==> src/rtl/alu_pkg.sv <==
package alu_pkg;

  typedef enum logic [1:0] {
    OP_AND = 2'b00,
    OP_OR  = 2'b01,
    OP_ADD = 2'b10,
    OP_SUB = 2'b11
  } alu_op_e;

endpackage

==> src/rtl/alu_fa.sv <==
module alu_fa (
  input  logic x,
  input  logic y,
  input  logic ci,
  output logic s,
  output logic co
);

  logic half;

  always_comb begin
    half = x ^ y;
    s    = half ^ ci;
    co   = (x & y) | (half & ci);
  end

endmodule

==> src/rtl/alu_addsub.sv <==
module alu_addsub #(
  parameter int WIDTH = 16
) (
  input  logic [WIDTH-1:0] a,
  input  logic [WIDTH-1:0] b,
  input  logic             sub,
  output logic [WIDTH-1:0] sum,
  output logic             c_msb_in,
  output logic             c_msb_out
);

  localparam int MSB = WIDTH - 1;

  logic [WIDTH:0]   carry;
  logic [WIDTH-1:0] b_cond;

  assign carry[0] = sub;

  genvar g;
  generate
    for (g = 0; g < WIDTH; g++) begin : g_stage
      assign b_cond[g] = b[g] ^ sub;
      alu_fa u_fa (
        .x  (a[g]),
        .y  (b_cond[g]),
        .ci (carry[g]),
        .s  (sum[g]),
        .co (carry[g+1])
      );
    end
  endgenerate

  assign c_msb_in  = carry[MSB];
  assign c_msb_out = carry[WIDTH];

endmodule

==> src/rtl/alu_core.sv <==
module alu_core
  import alu_pkg::*;
#(
  parameter int WIDTH = 16
) (
  input  logic [WIDTH-1:0] a,
  input  logic [WIDTH-1:0] b,
  input  alu_op_e          op,
  output logic [WIDTH-1:0] y,
  output logic             carry,
  output logic             ovf
);

  logic             do_sub;
  logic             is_arith;
  logic [WIDTH-1:0] arith_sum;
  logic             c_top_in;
  logic             c_top_out;

  assign do_sub   = op[1] & op[0];
  assign is_arith = op[1];

  alu_addsub #(.WIDTH(WIDTH)) u_addsub (
    .a         (a),
    .b         (b),
    .sub       (do_sub),
    .sum       (arith_sum),
    .c_msb_in  (c_top_in),
    .c_msb_out (c_top_out)
  );

  always_comb begin
    unique case (op)
      OP_AND:  y = a & b;
      OP_OR:   y = a | b;
      default: y = arith_sum;
    endcase
    carry = is_arith & c_top_out;
    ovf   = is_arith & (c_top_in ^ c_top_out);
  end

endmodule

==> src/rtl/alu4op_reg.sv <==
module alu4op_reg
  import alu_pkg::*;
#(
  parameter int WIDTH = 16
) (
  input  logic             clk,
  input  logic             rst_n,
  input  logic [WIDTH-1:0] op_a,
  input  logic [WIDTH-1:0] op_b,
  input  logic [1:0]       op_sel,
  output logic [WIDTH-1:0] res_q,
  output logic             cout_q,
  output logic             ovf_q
);

  logic [1:0]       rst_pipe;
  logic             rst_sync_n;
  logic [WIDTH-1:0] res_d;
  logic             cout_d;
  logic             ovf_d;

  always_ff @(posedge clk or negedge rst_n) begin
    if (!rst_n) rst_pipe <= 2'b00;
    else        rst_pipe <= {rst_pipe[0], 1'b1};
  end

  assign rst_sync_n = rst_pipe[1];

  alu_core #(.WIDTH(WIDTH)) u_core (
    .a     (op_a),
    .b     (op_b),
    .op    (alu_op_e'(op_sel)),
    .y     (res_d),
    .carry (cout_d),
    .ovf   (ovf_d)
  );

  always_ff @(posedge clk or negedge rst_sync_n) begin
    if (!rst_sync_n) begin
      res_q  <= '0;
      cout_q <= 1'b0;
      ovf_q  <= 1'b0;
    end else begin
      res_q  <= res_d;
      cout_q <= cout_d;
      ovf_q  <= ovf_d;
    end
  end

endmodule

==> config.mk <==
export PLATFORM = sky130hd
export DESIGN_NAME = alu4op_reg
export DESIGN_NICKNAME = d
export VERILOG_FILES = /design/src/rtl/alu_pkg.sv /design/src/rtl/alu_fa.sv /design/src/rtl/alu_addsub.sv /design/src/rtl/alu_core.sv /design/src/rtl/alu4op_reg.sv
export SDC_FILE = /design/constraint.sdc
export NUM_CORES = 1
export LEC_CHECK = 0
export BUFFER_PORTS_ARGS = -buffer_cell sky130_fd_sc_hd__buf_4
export CORE_UTILIZATION = 49
export DETAILED_ROUTE_END_ITERATION = 7
export PLACE_DENSITY = 0.84
export SLEW_MARGIN = 5
export SYNTH_ARGS = -nofsm -noshare
export SYNTH_HDL_FRONTEND = slang
export SYNTH_SLANG_ARGS = --single-unit
==> constraint.sdc <==
create_clock -name clk -period 0.8 [get_ports clk]
set_input_delay 0.08 -clock clk [delete_from_list [all_inputs] [get_ports clk]]
set_output_delay 0.08 -clock clk [all_outputs]
set_load 0.02 [all_outputs]
==> results of run 1 <==
-- flip-flops by register name (all words and copies together) (netlist names) --
| register | cells |
|---|---|
| ovf_q | 1 |
| rst_pipe | 2 |
| res_q | 16 |
| cout_q | 1 |
-- per-stage QoR --
step                      utilization, %  std cells  hold slack, ns  TNS, ns
final                               81.1        238          0.0409   -50.90
after global routing                81.1        238          0.0441   -52.54
after CTS                           78.3        237          0.0380   -50.47
after detailed placement            73.7        231          -0.136   -54.38
after global placement              73.7        231          -0.138   -53.60
after floorplan                        -        132          -0.216   -50.05
-- cells in the final DEF (no fill, tap or decap), drive strengths merged --
cell type	synthesis	final
nand2	4	4
nor2	4	4
o31ai	3	3
dlygate4sd3	0	1
clkbuf	0	4
a21oi	15	15
inv	17	17
buf	6	76
and2	2	2
dfrtp	20	20
conb	1	1
ha	2	2
mux2	1	1
fa	15	15
xnor2	3	3
o22ai	13	13
o21bai	13	13
xor2	13	13
-- logic make-up after synthesis --
group           share of synthesized area [%]
mux                                     0.793
other cells                             0.264
buf+inv                                  7.22
flops                                    35.2
fa+ha+maj                                22.9
simple gates                             3.17
compound gates                           19.5
xor+xnor                                 10.9
-- repair_timing --
action / 4_1_cts / 5_1_grt
pin swaps: 3 / 0
hold endpoints to repair: 2 / 0
endpoints found under the setup margin: 35 / 35
resized for setup: 19 / 13
setup buffers: 1 / 1
hold buffers: 1 / 0
-- worst max path at each step --
stage              start                  end  depth (start not counted)
5_1_grt          op_b[0]  res_q[15]$_DFF_PN0_                         21
4_1_cts          op_b[0]  res_q[15]$_DFF_PN0_                         21
6_report         op_b[0]  res_q[15]$_DFF_PN0_                         21
2_1_floorplan  op_sel[1]  res_q[15]$_DFF_PN0_                         21
3_3_place_gp     op_b[0]  res_q[15]$_DFF_PN0_                         21
3_5_place_dp     op_b[0]  res_q[15]$_DFF_PN0_                         21
-- metal layers --
metal  vias up  GRT usage [%]  part of all wire [%]  routed length [um]
met2        37           51.3                    57                2220
li1        586              -                     -                   -
met4         0           8.71                   2.0                  78
met1       636           30.7                    38                1470
met3        10           2.56                   2.7                 106
met5         -              0                     0                   0
-- power by group through the flow --
stage | sequential [mW] | combinational [mW] | clock [mW]
after floorplan | 1.45 | 0.583 | 0
after global placement | 1.23 | 1.39 | 0
after detailed placement | 1.24 | 1.46 | 0
after CTS | 1.25 | 1.58 | 0.609
after global routing | 1.26 | 1.87 | 0.667
final | 1.25 | 1.74 | 0.619
-- cell type report --
type	instances	area share, %
Clock buffer	4	1.62
Inverter	17	2.97
Multi-Input combinational cell	89	42.0
Sequential cell	20	22.4
Tap cell	31	1.73
Timing Repair Buffer	77	29.3
==> impl_metrics.toml, run 1 <==
[status]
outcome = "complete, but fails checks"
violations = "negative setup slack"

[critical_path]
critPathArrivalTime_ns = 6.01
cp_num_buf_inv = 3
cp-end-kind = "flop"
crit_fanout = 2
r2r_setup_slack_ns = 0.32
r2r_end = "rst_pipe[1]$_DFF_PN0_"
cp_slowest_stage_delay_ns = 0.44
critical_path.slowest_cell = "fa_2"
start_kind = "input port"
crit_family = "adder cells"
r2r_start = "rst_pipe[0]$_DFF_PN0_"
critPathKind = "input port to flop"
cp_cell_sequence = "buf_8 > inv_4 > mux2_4 > fa_2 > fa_2 > fa_2 > fa_2 > fa_2 > fa_2 > fa_2 > fa_2 > fa_2 > fa_2 > fa_2 > fa_2 > fa_2 > inv_2 > fa_2 > fa_2 > nand2_2 > o31ai_2"
cp.required_ns = 0.99
cpMostUsedCell = "fa_2"
reg2reg_depth = 0

[power]
seqPwrFrac_pct = 34.6
switching_share_pct = 34.7
peakVddDrop_mv = 1.21
p_comb_share_pct = 48.2
power_leakage_nw = 1.07
switchingPower_mw = 1.25
p_int_mw = 2.35
p_clk_share_pct = 17.2
p_total_mw = 3.60
p_per_area_nw_per_um2 = 1610

[synth]
synth_seq_cells = 20
yosysWarnings = 0
netlist_top_cells_area = "dfrtp_1, fa_1, xor2_1, o21bai_1, o22ai_1"
yosysTopAreaCell = "dfrtp_1"
yosysUniqueCellTypes = 21
yosysMostFrequentCell = "dfrtp_1"
netlist_area_um2 = 1420
yosys-top-cells-count = "dfrtp_1, inv_1, a21oi_1, fa_1"
netlist.area_leader.share_pct = 35.2
syn_avg_cell_area_um2 = 10.8
syn_inst = 132
synth_ff_type = "dfrtp_1"
synthesis.nets = 185
yosysSeqAreaShare_pct = 35.2
async_flop_share_pct = 100
synth_edf_count = 0

[place]
port_buffers = 53
hpwlAfterDp_um = 2700
place_ws_ns = -5.30
gp_congestion = 0.806
placedInstanceArea_um2 = 2030

[final_layout]
drive_gt1_share_pct = 55.1
syn_to_final_growth_pct = 57.4
multi_input_area_um2 = 938
finalNetCount = 261
fin_area_um2 = 2240
diodes = 0
regArea_um2 = 500
fillers = 159

[floorplanning]
die_width_um = 55.8
floorplan.initialDensity_pct = 51.5
die_height_um = 55.8
row_count = 19
die_area_um2 = 3120
core_area_um2 = 2760
io_pins = 54

[global_route]
overflow = 0
antenna_found_initial = 0
grt_pass1_vias = 1447
grt_use_total_pct = 26.6
grt_pass1_wl_um = 6450
grt_max_degree = 23

[route]
vias_per_cell = 5.33
routed_wl_um = 3880
vias = 1269
drt_iter0_drc = 24
route.detailed.drc = 0
wl_per_cell_um = 16.3
ant_nets = 0
first_pass_iters = 4

[clock_tree]
root_buffer = "clkbuf_4"
clk_transition_reported_paths_ns = 0.13
cts_buffers = 3
cts_tree = "yes"
cts.sinks = 20
clk_path_buf_depth = 2
cts_max_level = 1
clock_latency_ns = 0.30

[worst_hold_path]
hp-class = "input port to flop"
hold_start = "op_a[13]"
whs_path_depth = 3
holdPathEnd = "res_q[13]$_DFF_PN0_"

[timing]
clock.fmax_mhz = 172
setup_viol = 35
hold_viol = 0
drv_slew = 0
skew_ns = 0.00285
fin_ws_ns = -5.01
post-route-period-util_pct = 726
rsz0062_at_grt = "true"
min_period_ns = 5.81

[run]
max-cap-violations = 0
No activity file was read; power rests on OpenSTA's default activity.
==> run 2: changes to the inputs <==
--- a/config.mk
+++ b/config.mk
@@ -6,9 +6,9 @@
 export NUM_CORES = 1
 export LEC_CHECK = 0
 export BUFFER_PORTS_ARGS = -buffer_cell sky130_fd_sc_hd__buf_4
-export CORE_UTILIZATION = 49
+export CORE_UTILIZATION = 52
 export DETAILED_ROUTE_END_ITERATION = 7
-export PLACE_DENSITY = 0.84
+export PLACE_DENSITY = 0.88
 export SLEW_MARGIN = 5
 export SYNTH_ARGS = -nofsm -noshare
 export SYNTH_HDL_FRONTEND = slang
==> constraint.sdc (replaced) <==
create_clock -name clk -period 6.7 [get_ports clk]
set_input_delay 0.67 -clock clk [delete_from_list [all_inputs] [get_ports clk]]
set_output_delay 0.67 -clock clk [all_outputs]
set_load 0.02 [all_outputs]
==> run 2 against run 1 <==
The flow now finishes without violations; sequential share of layout area up 3.9 points; non-clock buffer count down 20; core utilization down 5.6 points; clock power down 91%; worst setup slack better by 5.2 ns; count of clock-buffer cells in the layout down 1; final area down 15%.
==> impl_metrics.toml, run 2 (same netlist as run 1, synthesis figures left out) <==
[route]
ant_nets = 0
vias_per_cell = 5.31
drt_iter0_drc = 11
route.detailed.drc = 0
vias = 1148
wl_per_cell_um = 14.2
first_pass_iters = 5
routed_wl_um = 3070

[critical_path]
cp-end-kind = "flop"
critPathKind = "input port to flop"
cp.required_ns = 6.88
r2r_setup_slack_ns = 5.94
critPathArrivalTime_ns = 6.69
crit_fanout = 2
start_kind = "input port"

[final_layout]
diodes = 0
regMostFlops = "res_q"
fin_area_um2 = 1900
drive_gt1_share_pct = 41.4
final_cell_mix = "buf_4, dfrtp_1, inv_1"
finalNetCount = 241
largest_reg_flops = 16
syn_to_final_growth_pct = 34.1
layout.cells.most_common = "buf_4"
reg_top3 = "res_q: 16 flops, rst_pipe: 2 flops"
instances_no_fill = 216
fin_util_pct = 75.5

[place]
port_buffers = 53
placedInstanceArea_um2 = 1870
gp_congestion = 0.685
place_inst = 213
hpwlAfterDp_um = 2420

[clock_tree]
cts_buffers = 3
clk_path_buf_depth = 2
cts_hold_buffers = 0
clock_latency_ns = 0.29
cts.sinks = 20
root_buffer = "clkbuf_4"
clk_transition_reported_paths_ns = 0.10
cts_max_level = 1
cts_setup_buffers = 0
cts_tree = "yes"

[floorplanning]
core_area_um2 = 2520
die_width_um = 54.3
io_pins = 54
die_area_um2 = 2940
row_count = 18
floorplan.initialDensity_pct = 56.3
die_height_um = 54.3

[power]
p_per_area_nw_per_um2 = 192
power_leakage_nw = 0.921
peakVddDrop_mv = 0.148
p_total_mw = 0.365

[global_route]
grt_pass1_wl_um = 4840
overflow = 0
antenna_found_initial = 0
grt_max_degree = 23
grt_use_total_pct = 23.7
grt_pass1_vias = 1135

[timing]
max_slew_margin_pct = 51.2
drv_slew = 0
min_period_ns = 6.52
hold_viol = 0
setup_viol = 0
post-route-period-util_pct = 97.2
clock.fmax_mhz = 153
worst_pin_slew_ns = 0.732
holdWs_ns = 0.139
skew_ns = 0.00813
rsz0062_at_grt = "false"

[run]
max-cap-violations = 0

[status]
outcome = "finished clean"

[worst_hold_path]
hp-class = "input port to asynchronous set/reset pin"
## run 2: routing by layer
metal	vias to the layer above	routed length, um	GRT usage [%]	part of all wire (%)
met3	8	117	1.67	3.8
li1	544	-	-	-
met1	554	1120	25.4	36
met4	0	65	10.3	2.1
met5	-	0	0	0
met2	42	1770	46.7	58
## run 2: cell type report
cell class | count | area (um2)
clock buffer | 3 | 22.5
fill | 192 | 618
inverter | 17 | 63.8
multi-input combinational | 89 | 852
sequential | 20 | 500
tap | 30 | 37.5
timing repair buffer | 57 | 428
## run 2: path summary, 6_finish.rpt
kind	depth (start not counted)	startpoint	end
worst max-delay path	21	op_b[0]	res_q[15]$_DFF_PN0_
worst min-delay path	1	rst_n	rst_pipe[1]$_DFF_PN0_
worst max register to register	0	rst_pipe[1]$_DFF_PN0_	res_q[12]$_DFF_PN0_
worst min register to register	0	rst_pipe[1]$_DFF_PN0_	res_q[4]$_DFF_PN0_
max in group asynchronous	0	rst_pipe[1]$_DFF_PN0_	res_q[12]$_DFF_PN0_
min in group clk	0	rst_pipe[0]$_DFF_PN0_	rst_pipe[1]$_DFF_PN0_
## run 2: stage by stage
stage          setup slack [ns]  TNS (ns)
2_1_floorplan            0.0329         0
3_3_place_gp             -0.196    -0.228
3_5_place_dp             -0.321    -0.665
4_1_cts                  0.0302         0
5_1_grt                  0.0253         0
6_report                  0.184         0
## run 2: timing repair
item / in CTS / in global routing
pin swaps: 0 / 1
resized for setup: 1 / 4
endpoints found under the setup margin: 1 / 2
## run 2: worst max-delay path, cell delays in order
cell	delay, ns
buf_4	0.11
inv_1	0.07
mux2_2	0.34
fa_1	0.39
fa_2	0.35
fa_2	0.34
fa_2	0.35
fa_2	0.34
fa_2	0.34
fa_2	0.35
fa_2	0.36
fa_2	0.36
fa_2	0.35
fa_2	0.35
fa_2	0.35
fa_1	0.37
inv_1	0.09
fa_2	0.24
fa_1	0.42
nand2_1	0.08
o31ai_1	0.06
## run 2: power by group
group / internal, mW / switching [mW]
registers: 0.139 / 0.00718
clock network: 0.0209 / 0.0346
logic: 0.0779 / 0.0850
total: 0.238 / 0.127
==> run 3: changes to the inputs <==
--- a/config.mk
+++ b/config.mk
@@ -9,6 +9,7 @@
 export CORE_UTILIZATION = 52
 export DETAILED_ROUTE_END_ITERATION = 7
 export PLACE_DENSITY = 0.88
+export SETUP_SLACK_MARGIN = 0.5
 export SLEW_MARGIN = 5
 export SYNTH_ARGS = -nofsm -noshare
 export SYNTH_HDL_FRONTEND = slang
==> run 3 against run 2 <==
Non-clock buffer count increased by 2; wire length decreased by 2.8%; final area increased by 2.8%; via count decreased by 1.2%; fmax increased by 3.9%; critical path depth unchanged; hold slack got worse by 0.011 ns; clock skew decreased by 0.0055 ns; clock power increased by 3%; critical endpoint unchanged; largest cell class unchanged.
==> impl_metrics.toml, run 3 (same netlist as run 1, synthesis figures left out) <==
[final_layout]
reg_top3 = "res_q: 16 flops, rst_pipe: 2 flops"
fillers = 177
finalNetCount = 243
layout.cells.most_common = "buf_4"
diodes = 0
largest_reg_flops = 16
syn_to_final_growth_pct = 37.8
regArea_um2 = 500
instances_no_fill = 218
multi_input_area_um2 = 872
regMostFlops = "res_q"
final_cell_mix = "buf_4, dfrtp_1, a21oi_1, fa_2, inv_1"
fin_area_um2 = 1960
drive_gt1_share_pct = 44.7

[place]
placedInstanceArea_um2 = 1900
hpwlAfterDp_um = 2300
gp_congestion = 0.684
place_ws_ns = 0.0248
place_inst = 213
port_buffers = 53

[floorplanning]
floorplan.initialDensity_pct = 56.3
io_pins = 54
die_area_um2 = 2940
row_count = 18
die_width_um = 54.3
core_area_um2 = 2520
die_height_um = 54.3

[power]
p_per_area_nw_per_um2 = 187
peakVddDrop_mv = 0.166
p_int_mw = 0.240
switching_share_pct = 34.4
p_comb_share_pct = 44.3
power_leakage_nw = 0.933
switchingPower_mw = 0.126
p_clk_share_pct = 15.6
seqPwrFrac_pct = 40.2

[timing]
hold_viol = 0
post-route-period-util_pct = 93.6
setup_viol = 0
min_period_ns = 6.27
rsz0062_at_grt = "true"
max_slew_margin_pct = 52.0
worst_pin_slew_ns = 0.720
clock.fmax_mhz = 159
drv_slew = 0
skew_ns = 0.00266
fin_setup_tns_ns = 0
fin_ws_ns = 0.428

[clock_tree]
cts_max_level = 1
clk_path_buf_depth = 2
clock_latency_ns = 0.30
cts_buffers = 3
root_buffer = "clkbuf_4"
cts_tree = "yes"
clk_transition_reported_paths_ns = 0.11
cts.sinks = 20
cts_hold_buffers = 0

[route]
ant_nets = 0
wl_per_cell_um = 13.7
drt_iter0_drc = 8
route.met2.wl_um = 1700
vias = 1134
route.detailed.drc = 0
routed_wl_um = 2980
routed-wl-met3_um = 77
first_pass_iters = 3
vias_per_cell = 5.20
m1WireLength_um = 1160
topRoutingLayerUsed = "met4"

[critical_path]
crit_family = "adder cells"
cp_slowest_stage_delay_ns = 0.43
cp_num_buf_inv = 3
critPathKind = "input port to flop"
cp-end-kind = "flop"
cpMostUsedCell = "fa_2"
critPathArrivalTime_ns = 6.46
start_kind = "input port"
critical_path.slowest_cell = "fa_2"
crit_fanout = 2
cp_cell_sequence = "buf_8 > inv_4 > mux2_4 > fa_2 > fa_2 > fa_2 > fa_2 > fa_2 > fa_2 > fa_2 > fa_2 > fa_2 > fa_2 > fa_2 > fa_2 > fa_2 > inv_2 > fa_2 > fa_2 > nand2_1 > o31ai_1"
cp.required_ns = 6.88

[worst_hold_path]
hp-class = "input port to asynchronous set/reset pin"

[global_route]
grt_max_degree = 23
overflow = 0
antenna_found_initial = 0
grt_pass1_vias = 1181
grt_use_total_pct = 23.3
grt_pass1_wl_um = 4920

[status]
outcome = "finished clean"

[run]
max-cap-violations = 0
[run 3: changes by cell type in the layout (fill, tap and decap cells not counted), sizes merged]
cell  change
buf       +2
[run 3: what timing repair did]
| action | 4_1_cts | 5_1_grt |
|---|---|---|
| gates resized for setup | 0 | 5 |
| pin swaps | 1 | 1 |
| buffers inserted | 0 | 2 |
| hold endpoints to repair | 0 | 0 |
| endpoints found under the setup margin | 1 | 3 |
[run 3: layout make-up]
class	count	area share [%]
tap	30	1.92
multi-input combinational	89	44.6
clock buffer	3	1.15
inverter	17	3.39
sequential	20	25.6
timing repair buffer	59	23.4
[run 3: stage by stage]
stage	util, %	hold WS, ns	total power, mW
3_3_place_gp	75.4	0.313	0.305
2_1_floorplan	-	0.227	0.243
5_1_grt	77.6	0.117	0.392
3_5_place_dp	75.4	0.333	0.310
4_1_cts	76.3	0.121	0.367
6_report	77.6	0.128	0.366
[run 3: layer usage]
metal,global-route usage [%],vias to the layer above
li1,-,550
met1,26.7,553
met2,45.1,27
met3,0.833,4
met4,8.97,0
met5,0,-
[run 3: path summary, 6_finish.rpt]
kind / from / endpoint / slack, ns / depth (start not counted)
max in group asynchronous: rst_pipe[1]$_DFF_PN0_ / ovf_q$_DFF_PN0_ / 5.95 / 0
min reg2reg: rst_pipe[1]$_DFF_PN0_ / res_q[2]$_DFF_PN0_ / 0.30 / 0
min: rst_n / rst_pipe[1]$_DFF_PN0_ / 0.13 / 1
min in group clk: rst_pipe[0]$_DFF_PN0_ / rst_pipe[1]$_DFF_PN0_ / 0.37 / 0
max: op_b[0] / res_q[15]$_DFF_PN0_ / 0.43 / 21
max reg2reg: rst_pipe[1]$_DFF_PN0_ / ovf_q$_DFF_PN0_ / 5.95 / 0
[run 3: power by group through the flow]
stage               sequential [mW]  clock (mW)  combinational, mW
global placement              0.149           0              0.156
global route                  0.150      0.0620              0.181
finish                        0.147      0.0569              0.162
floorplan                     0.173           0             0.0695
detailed placement            0.150           0              0.160
CTS                           0.147      0.0586              0.161
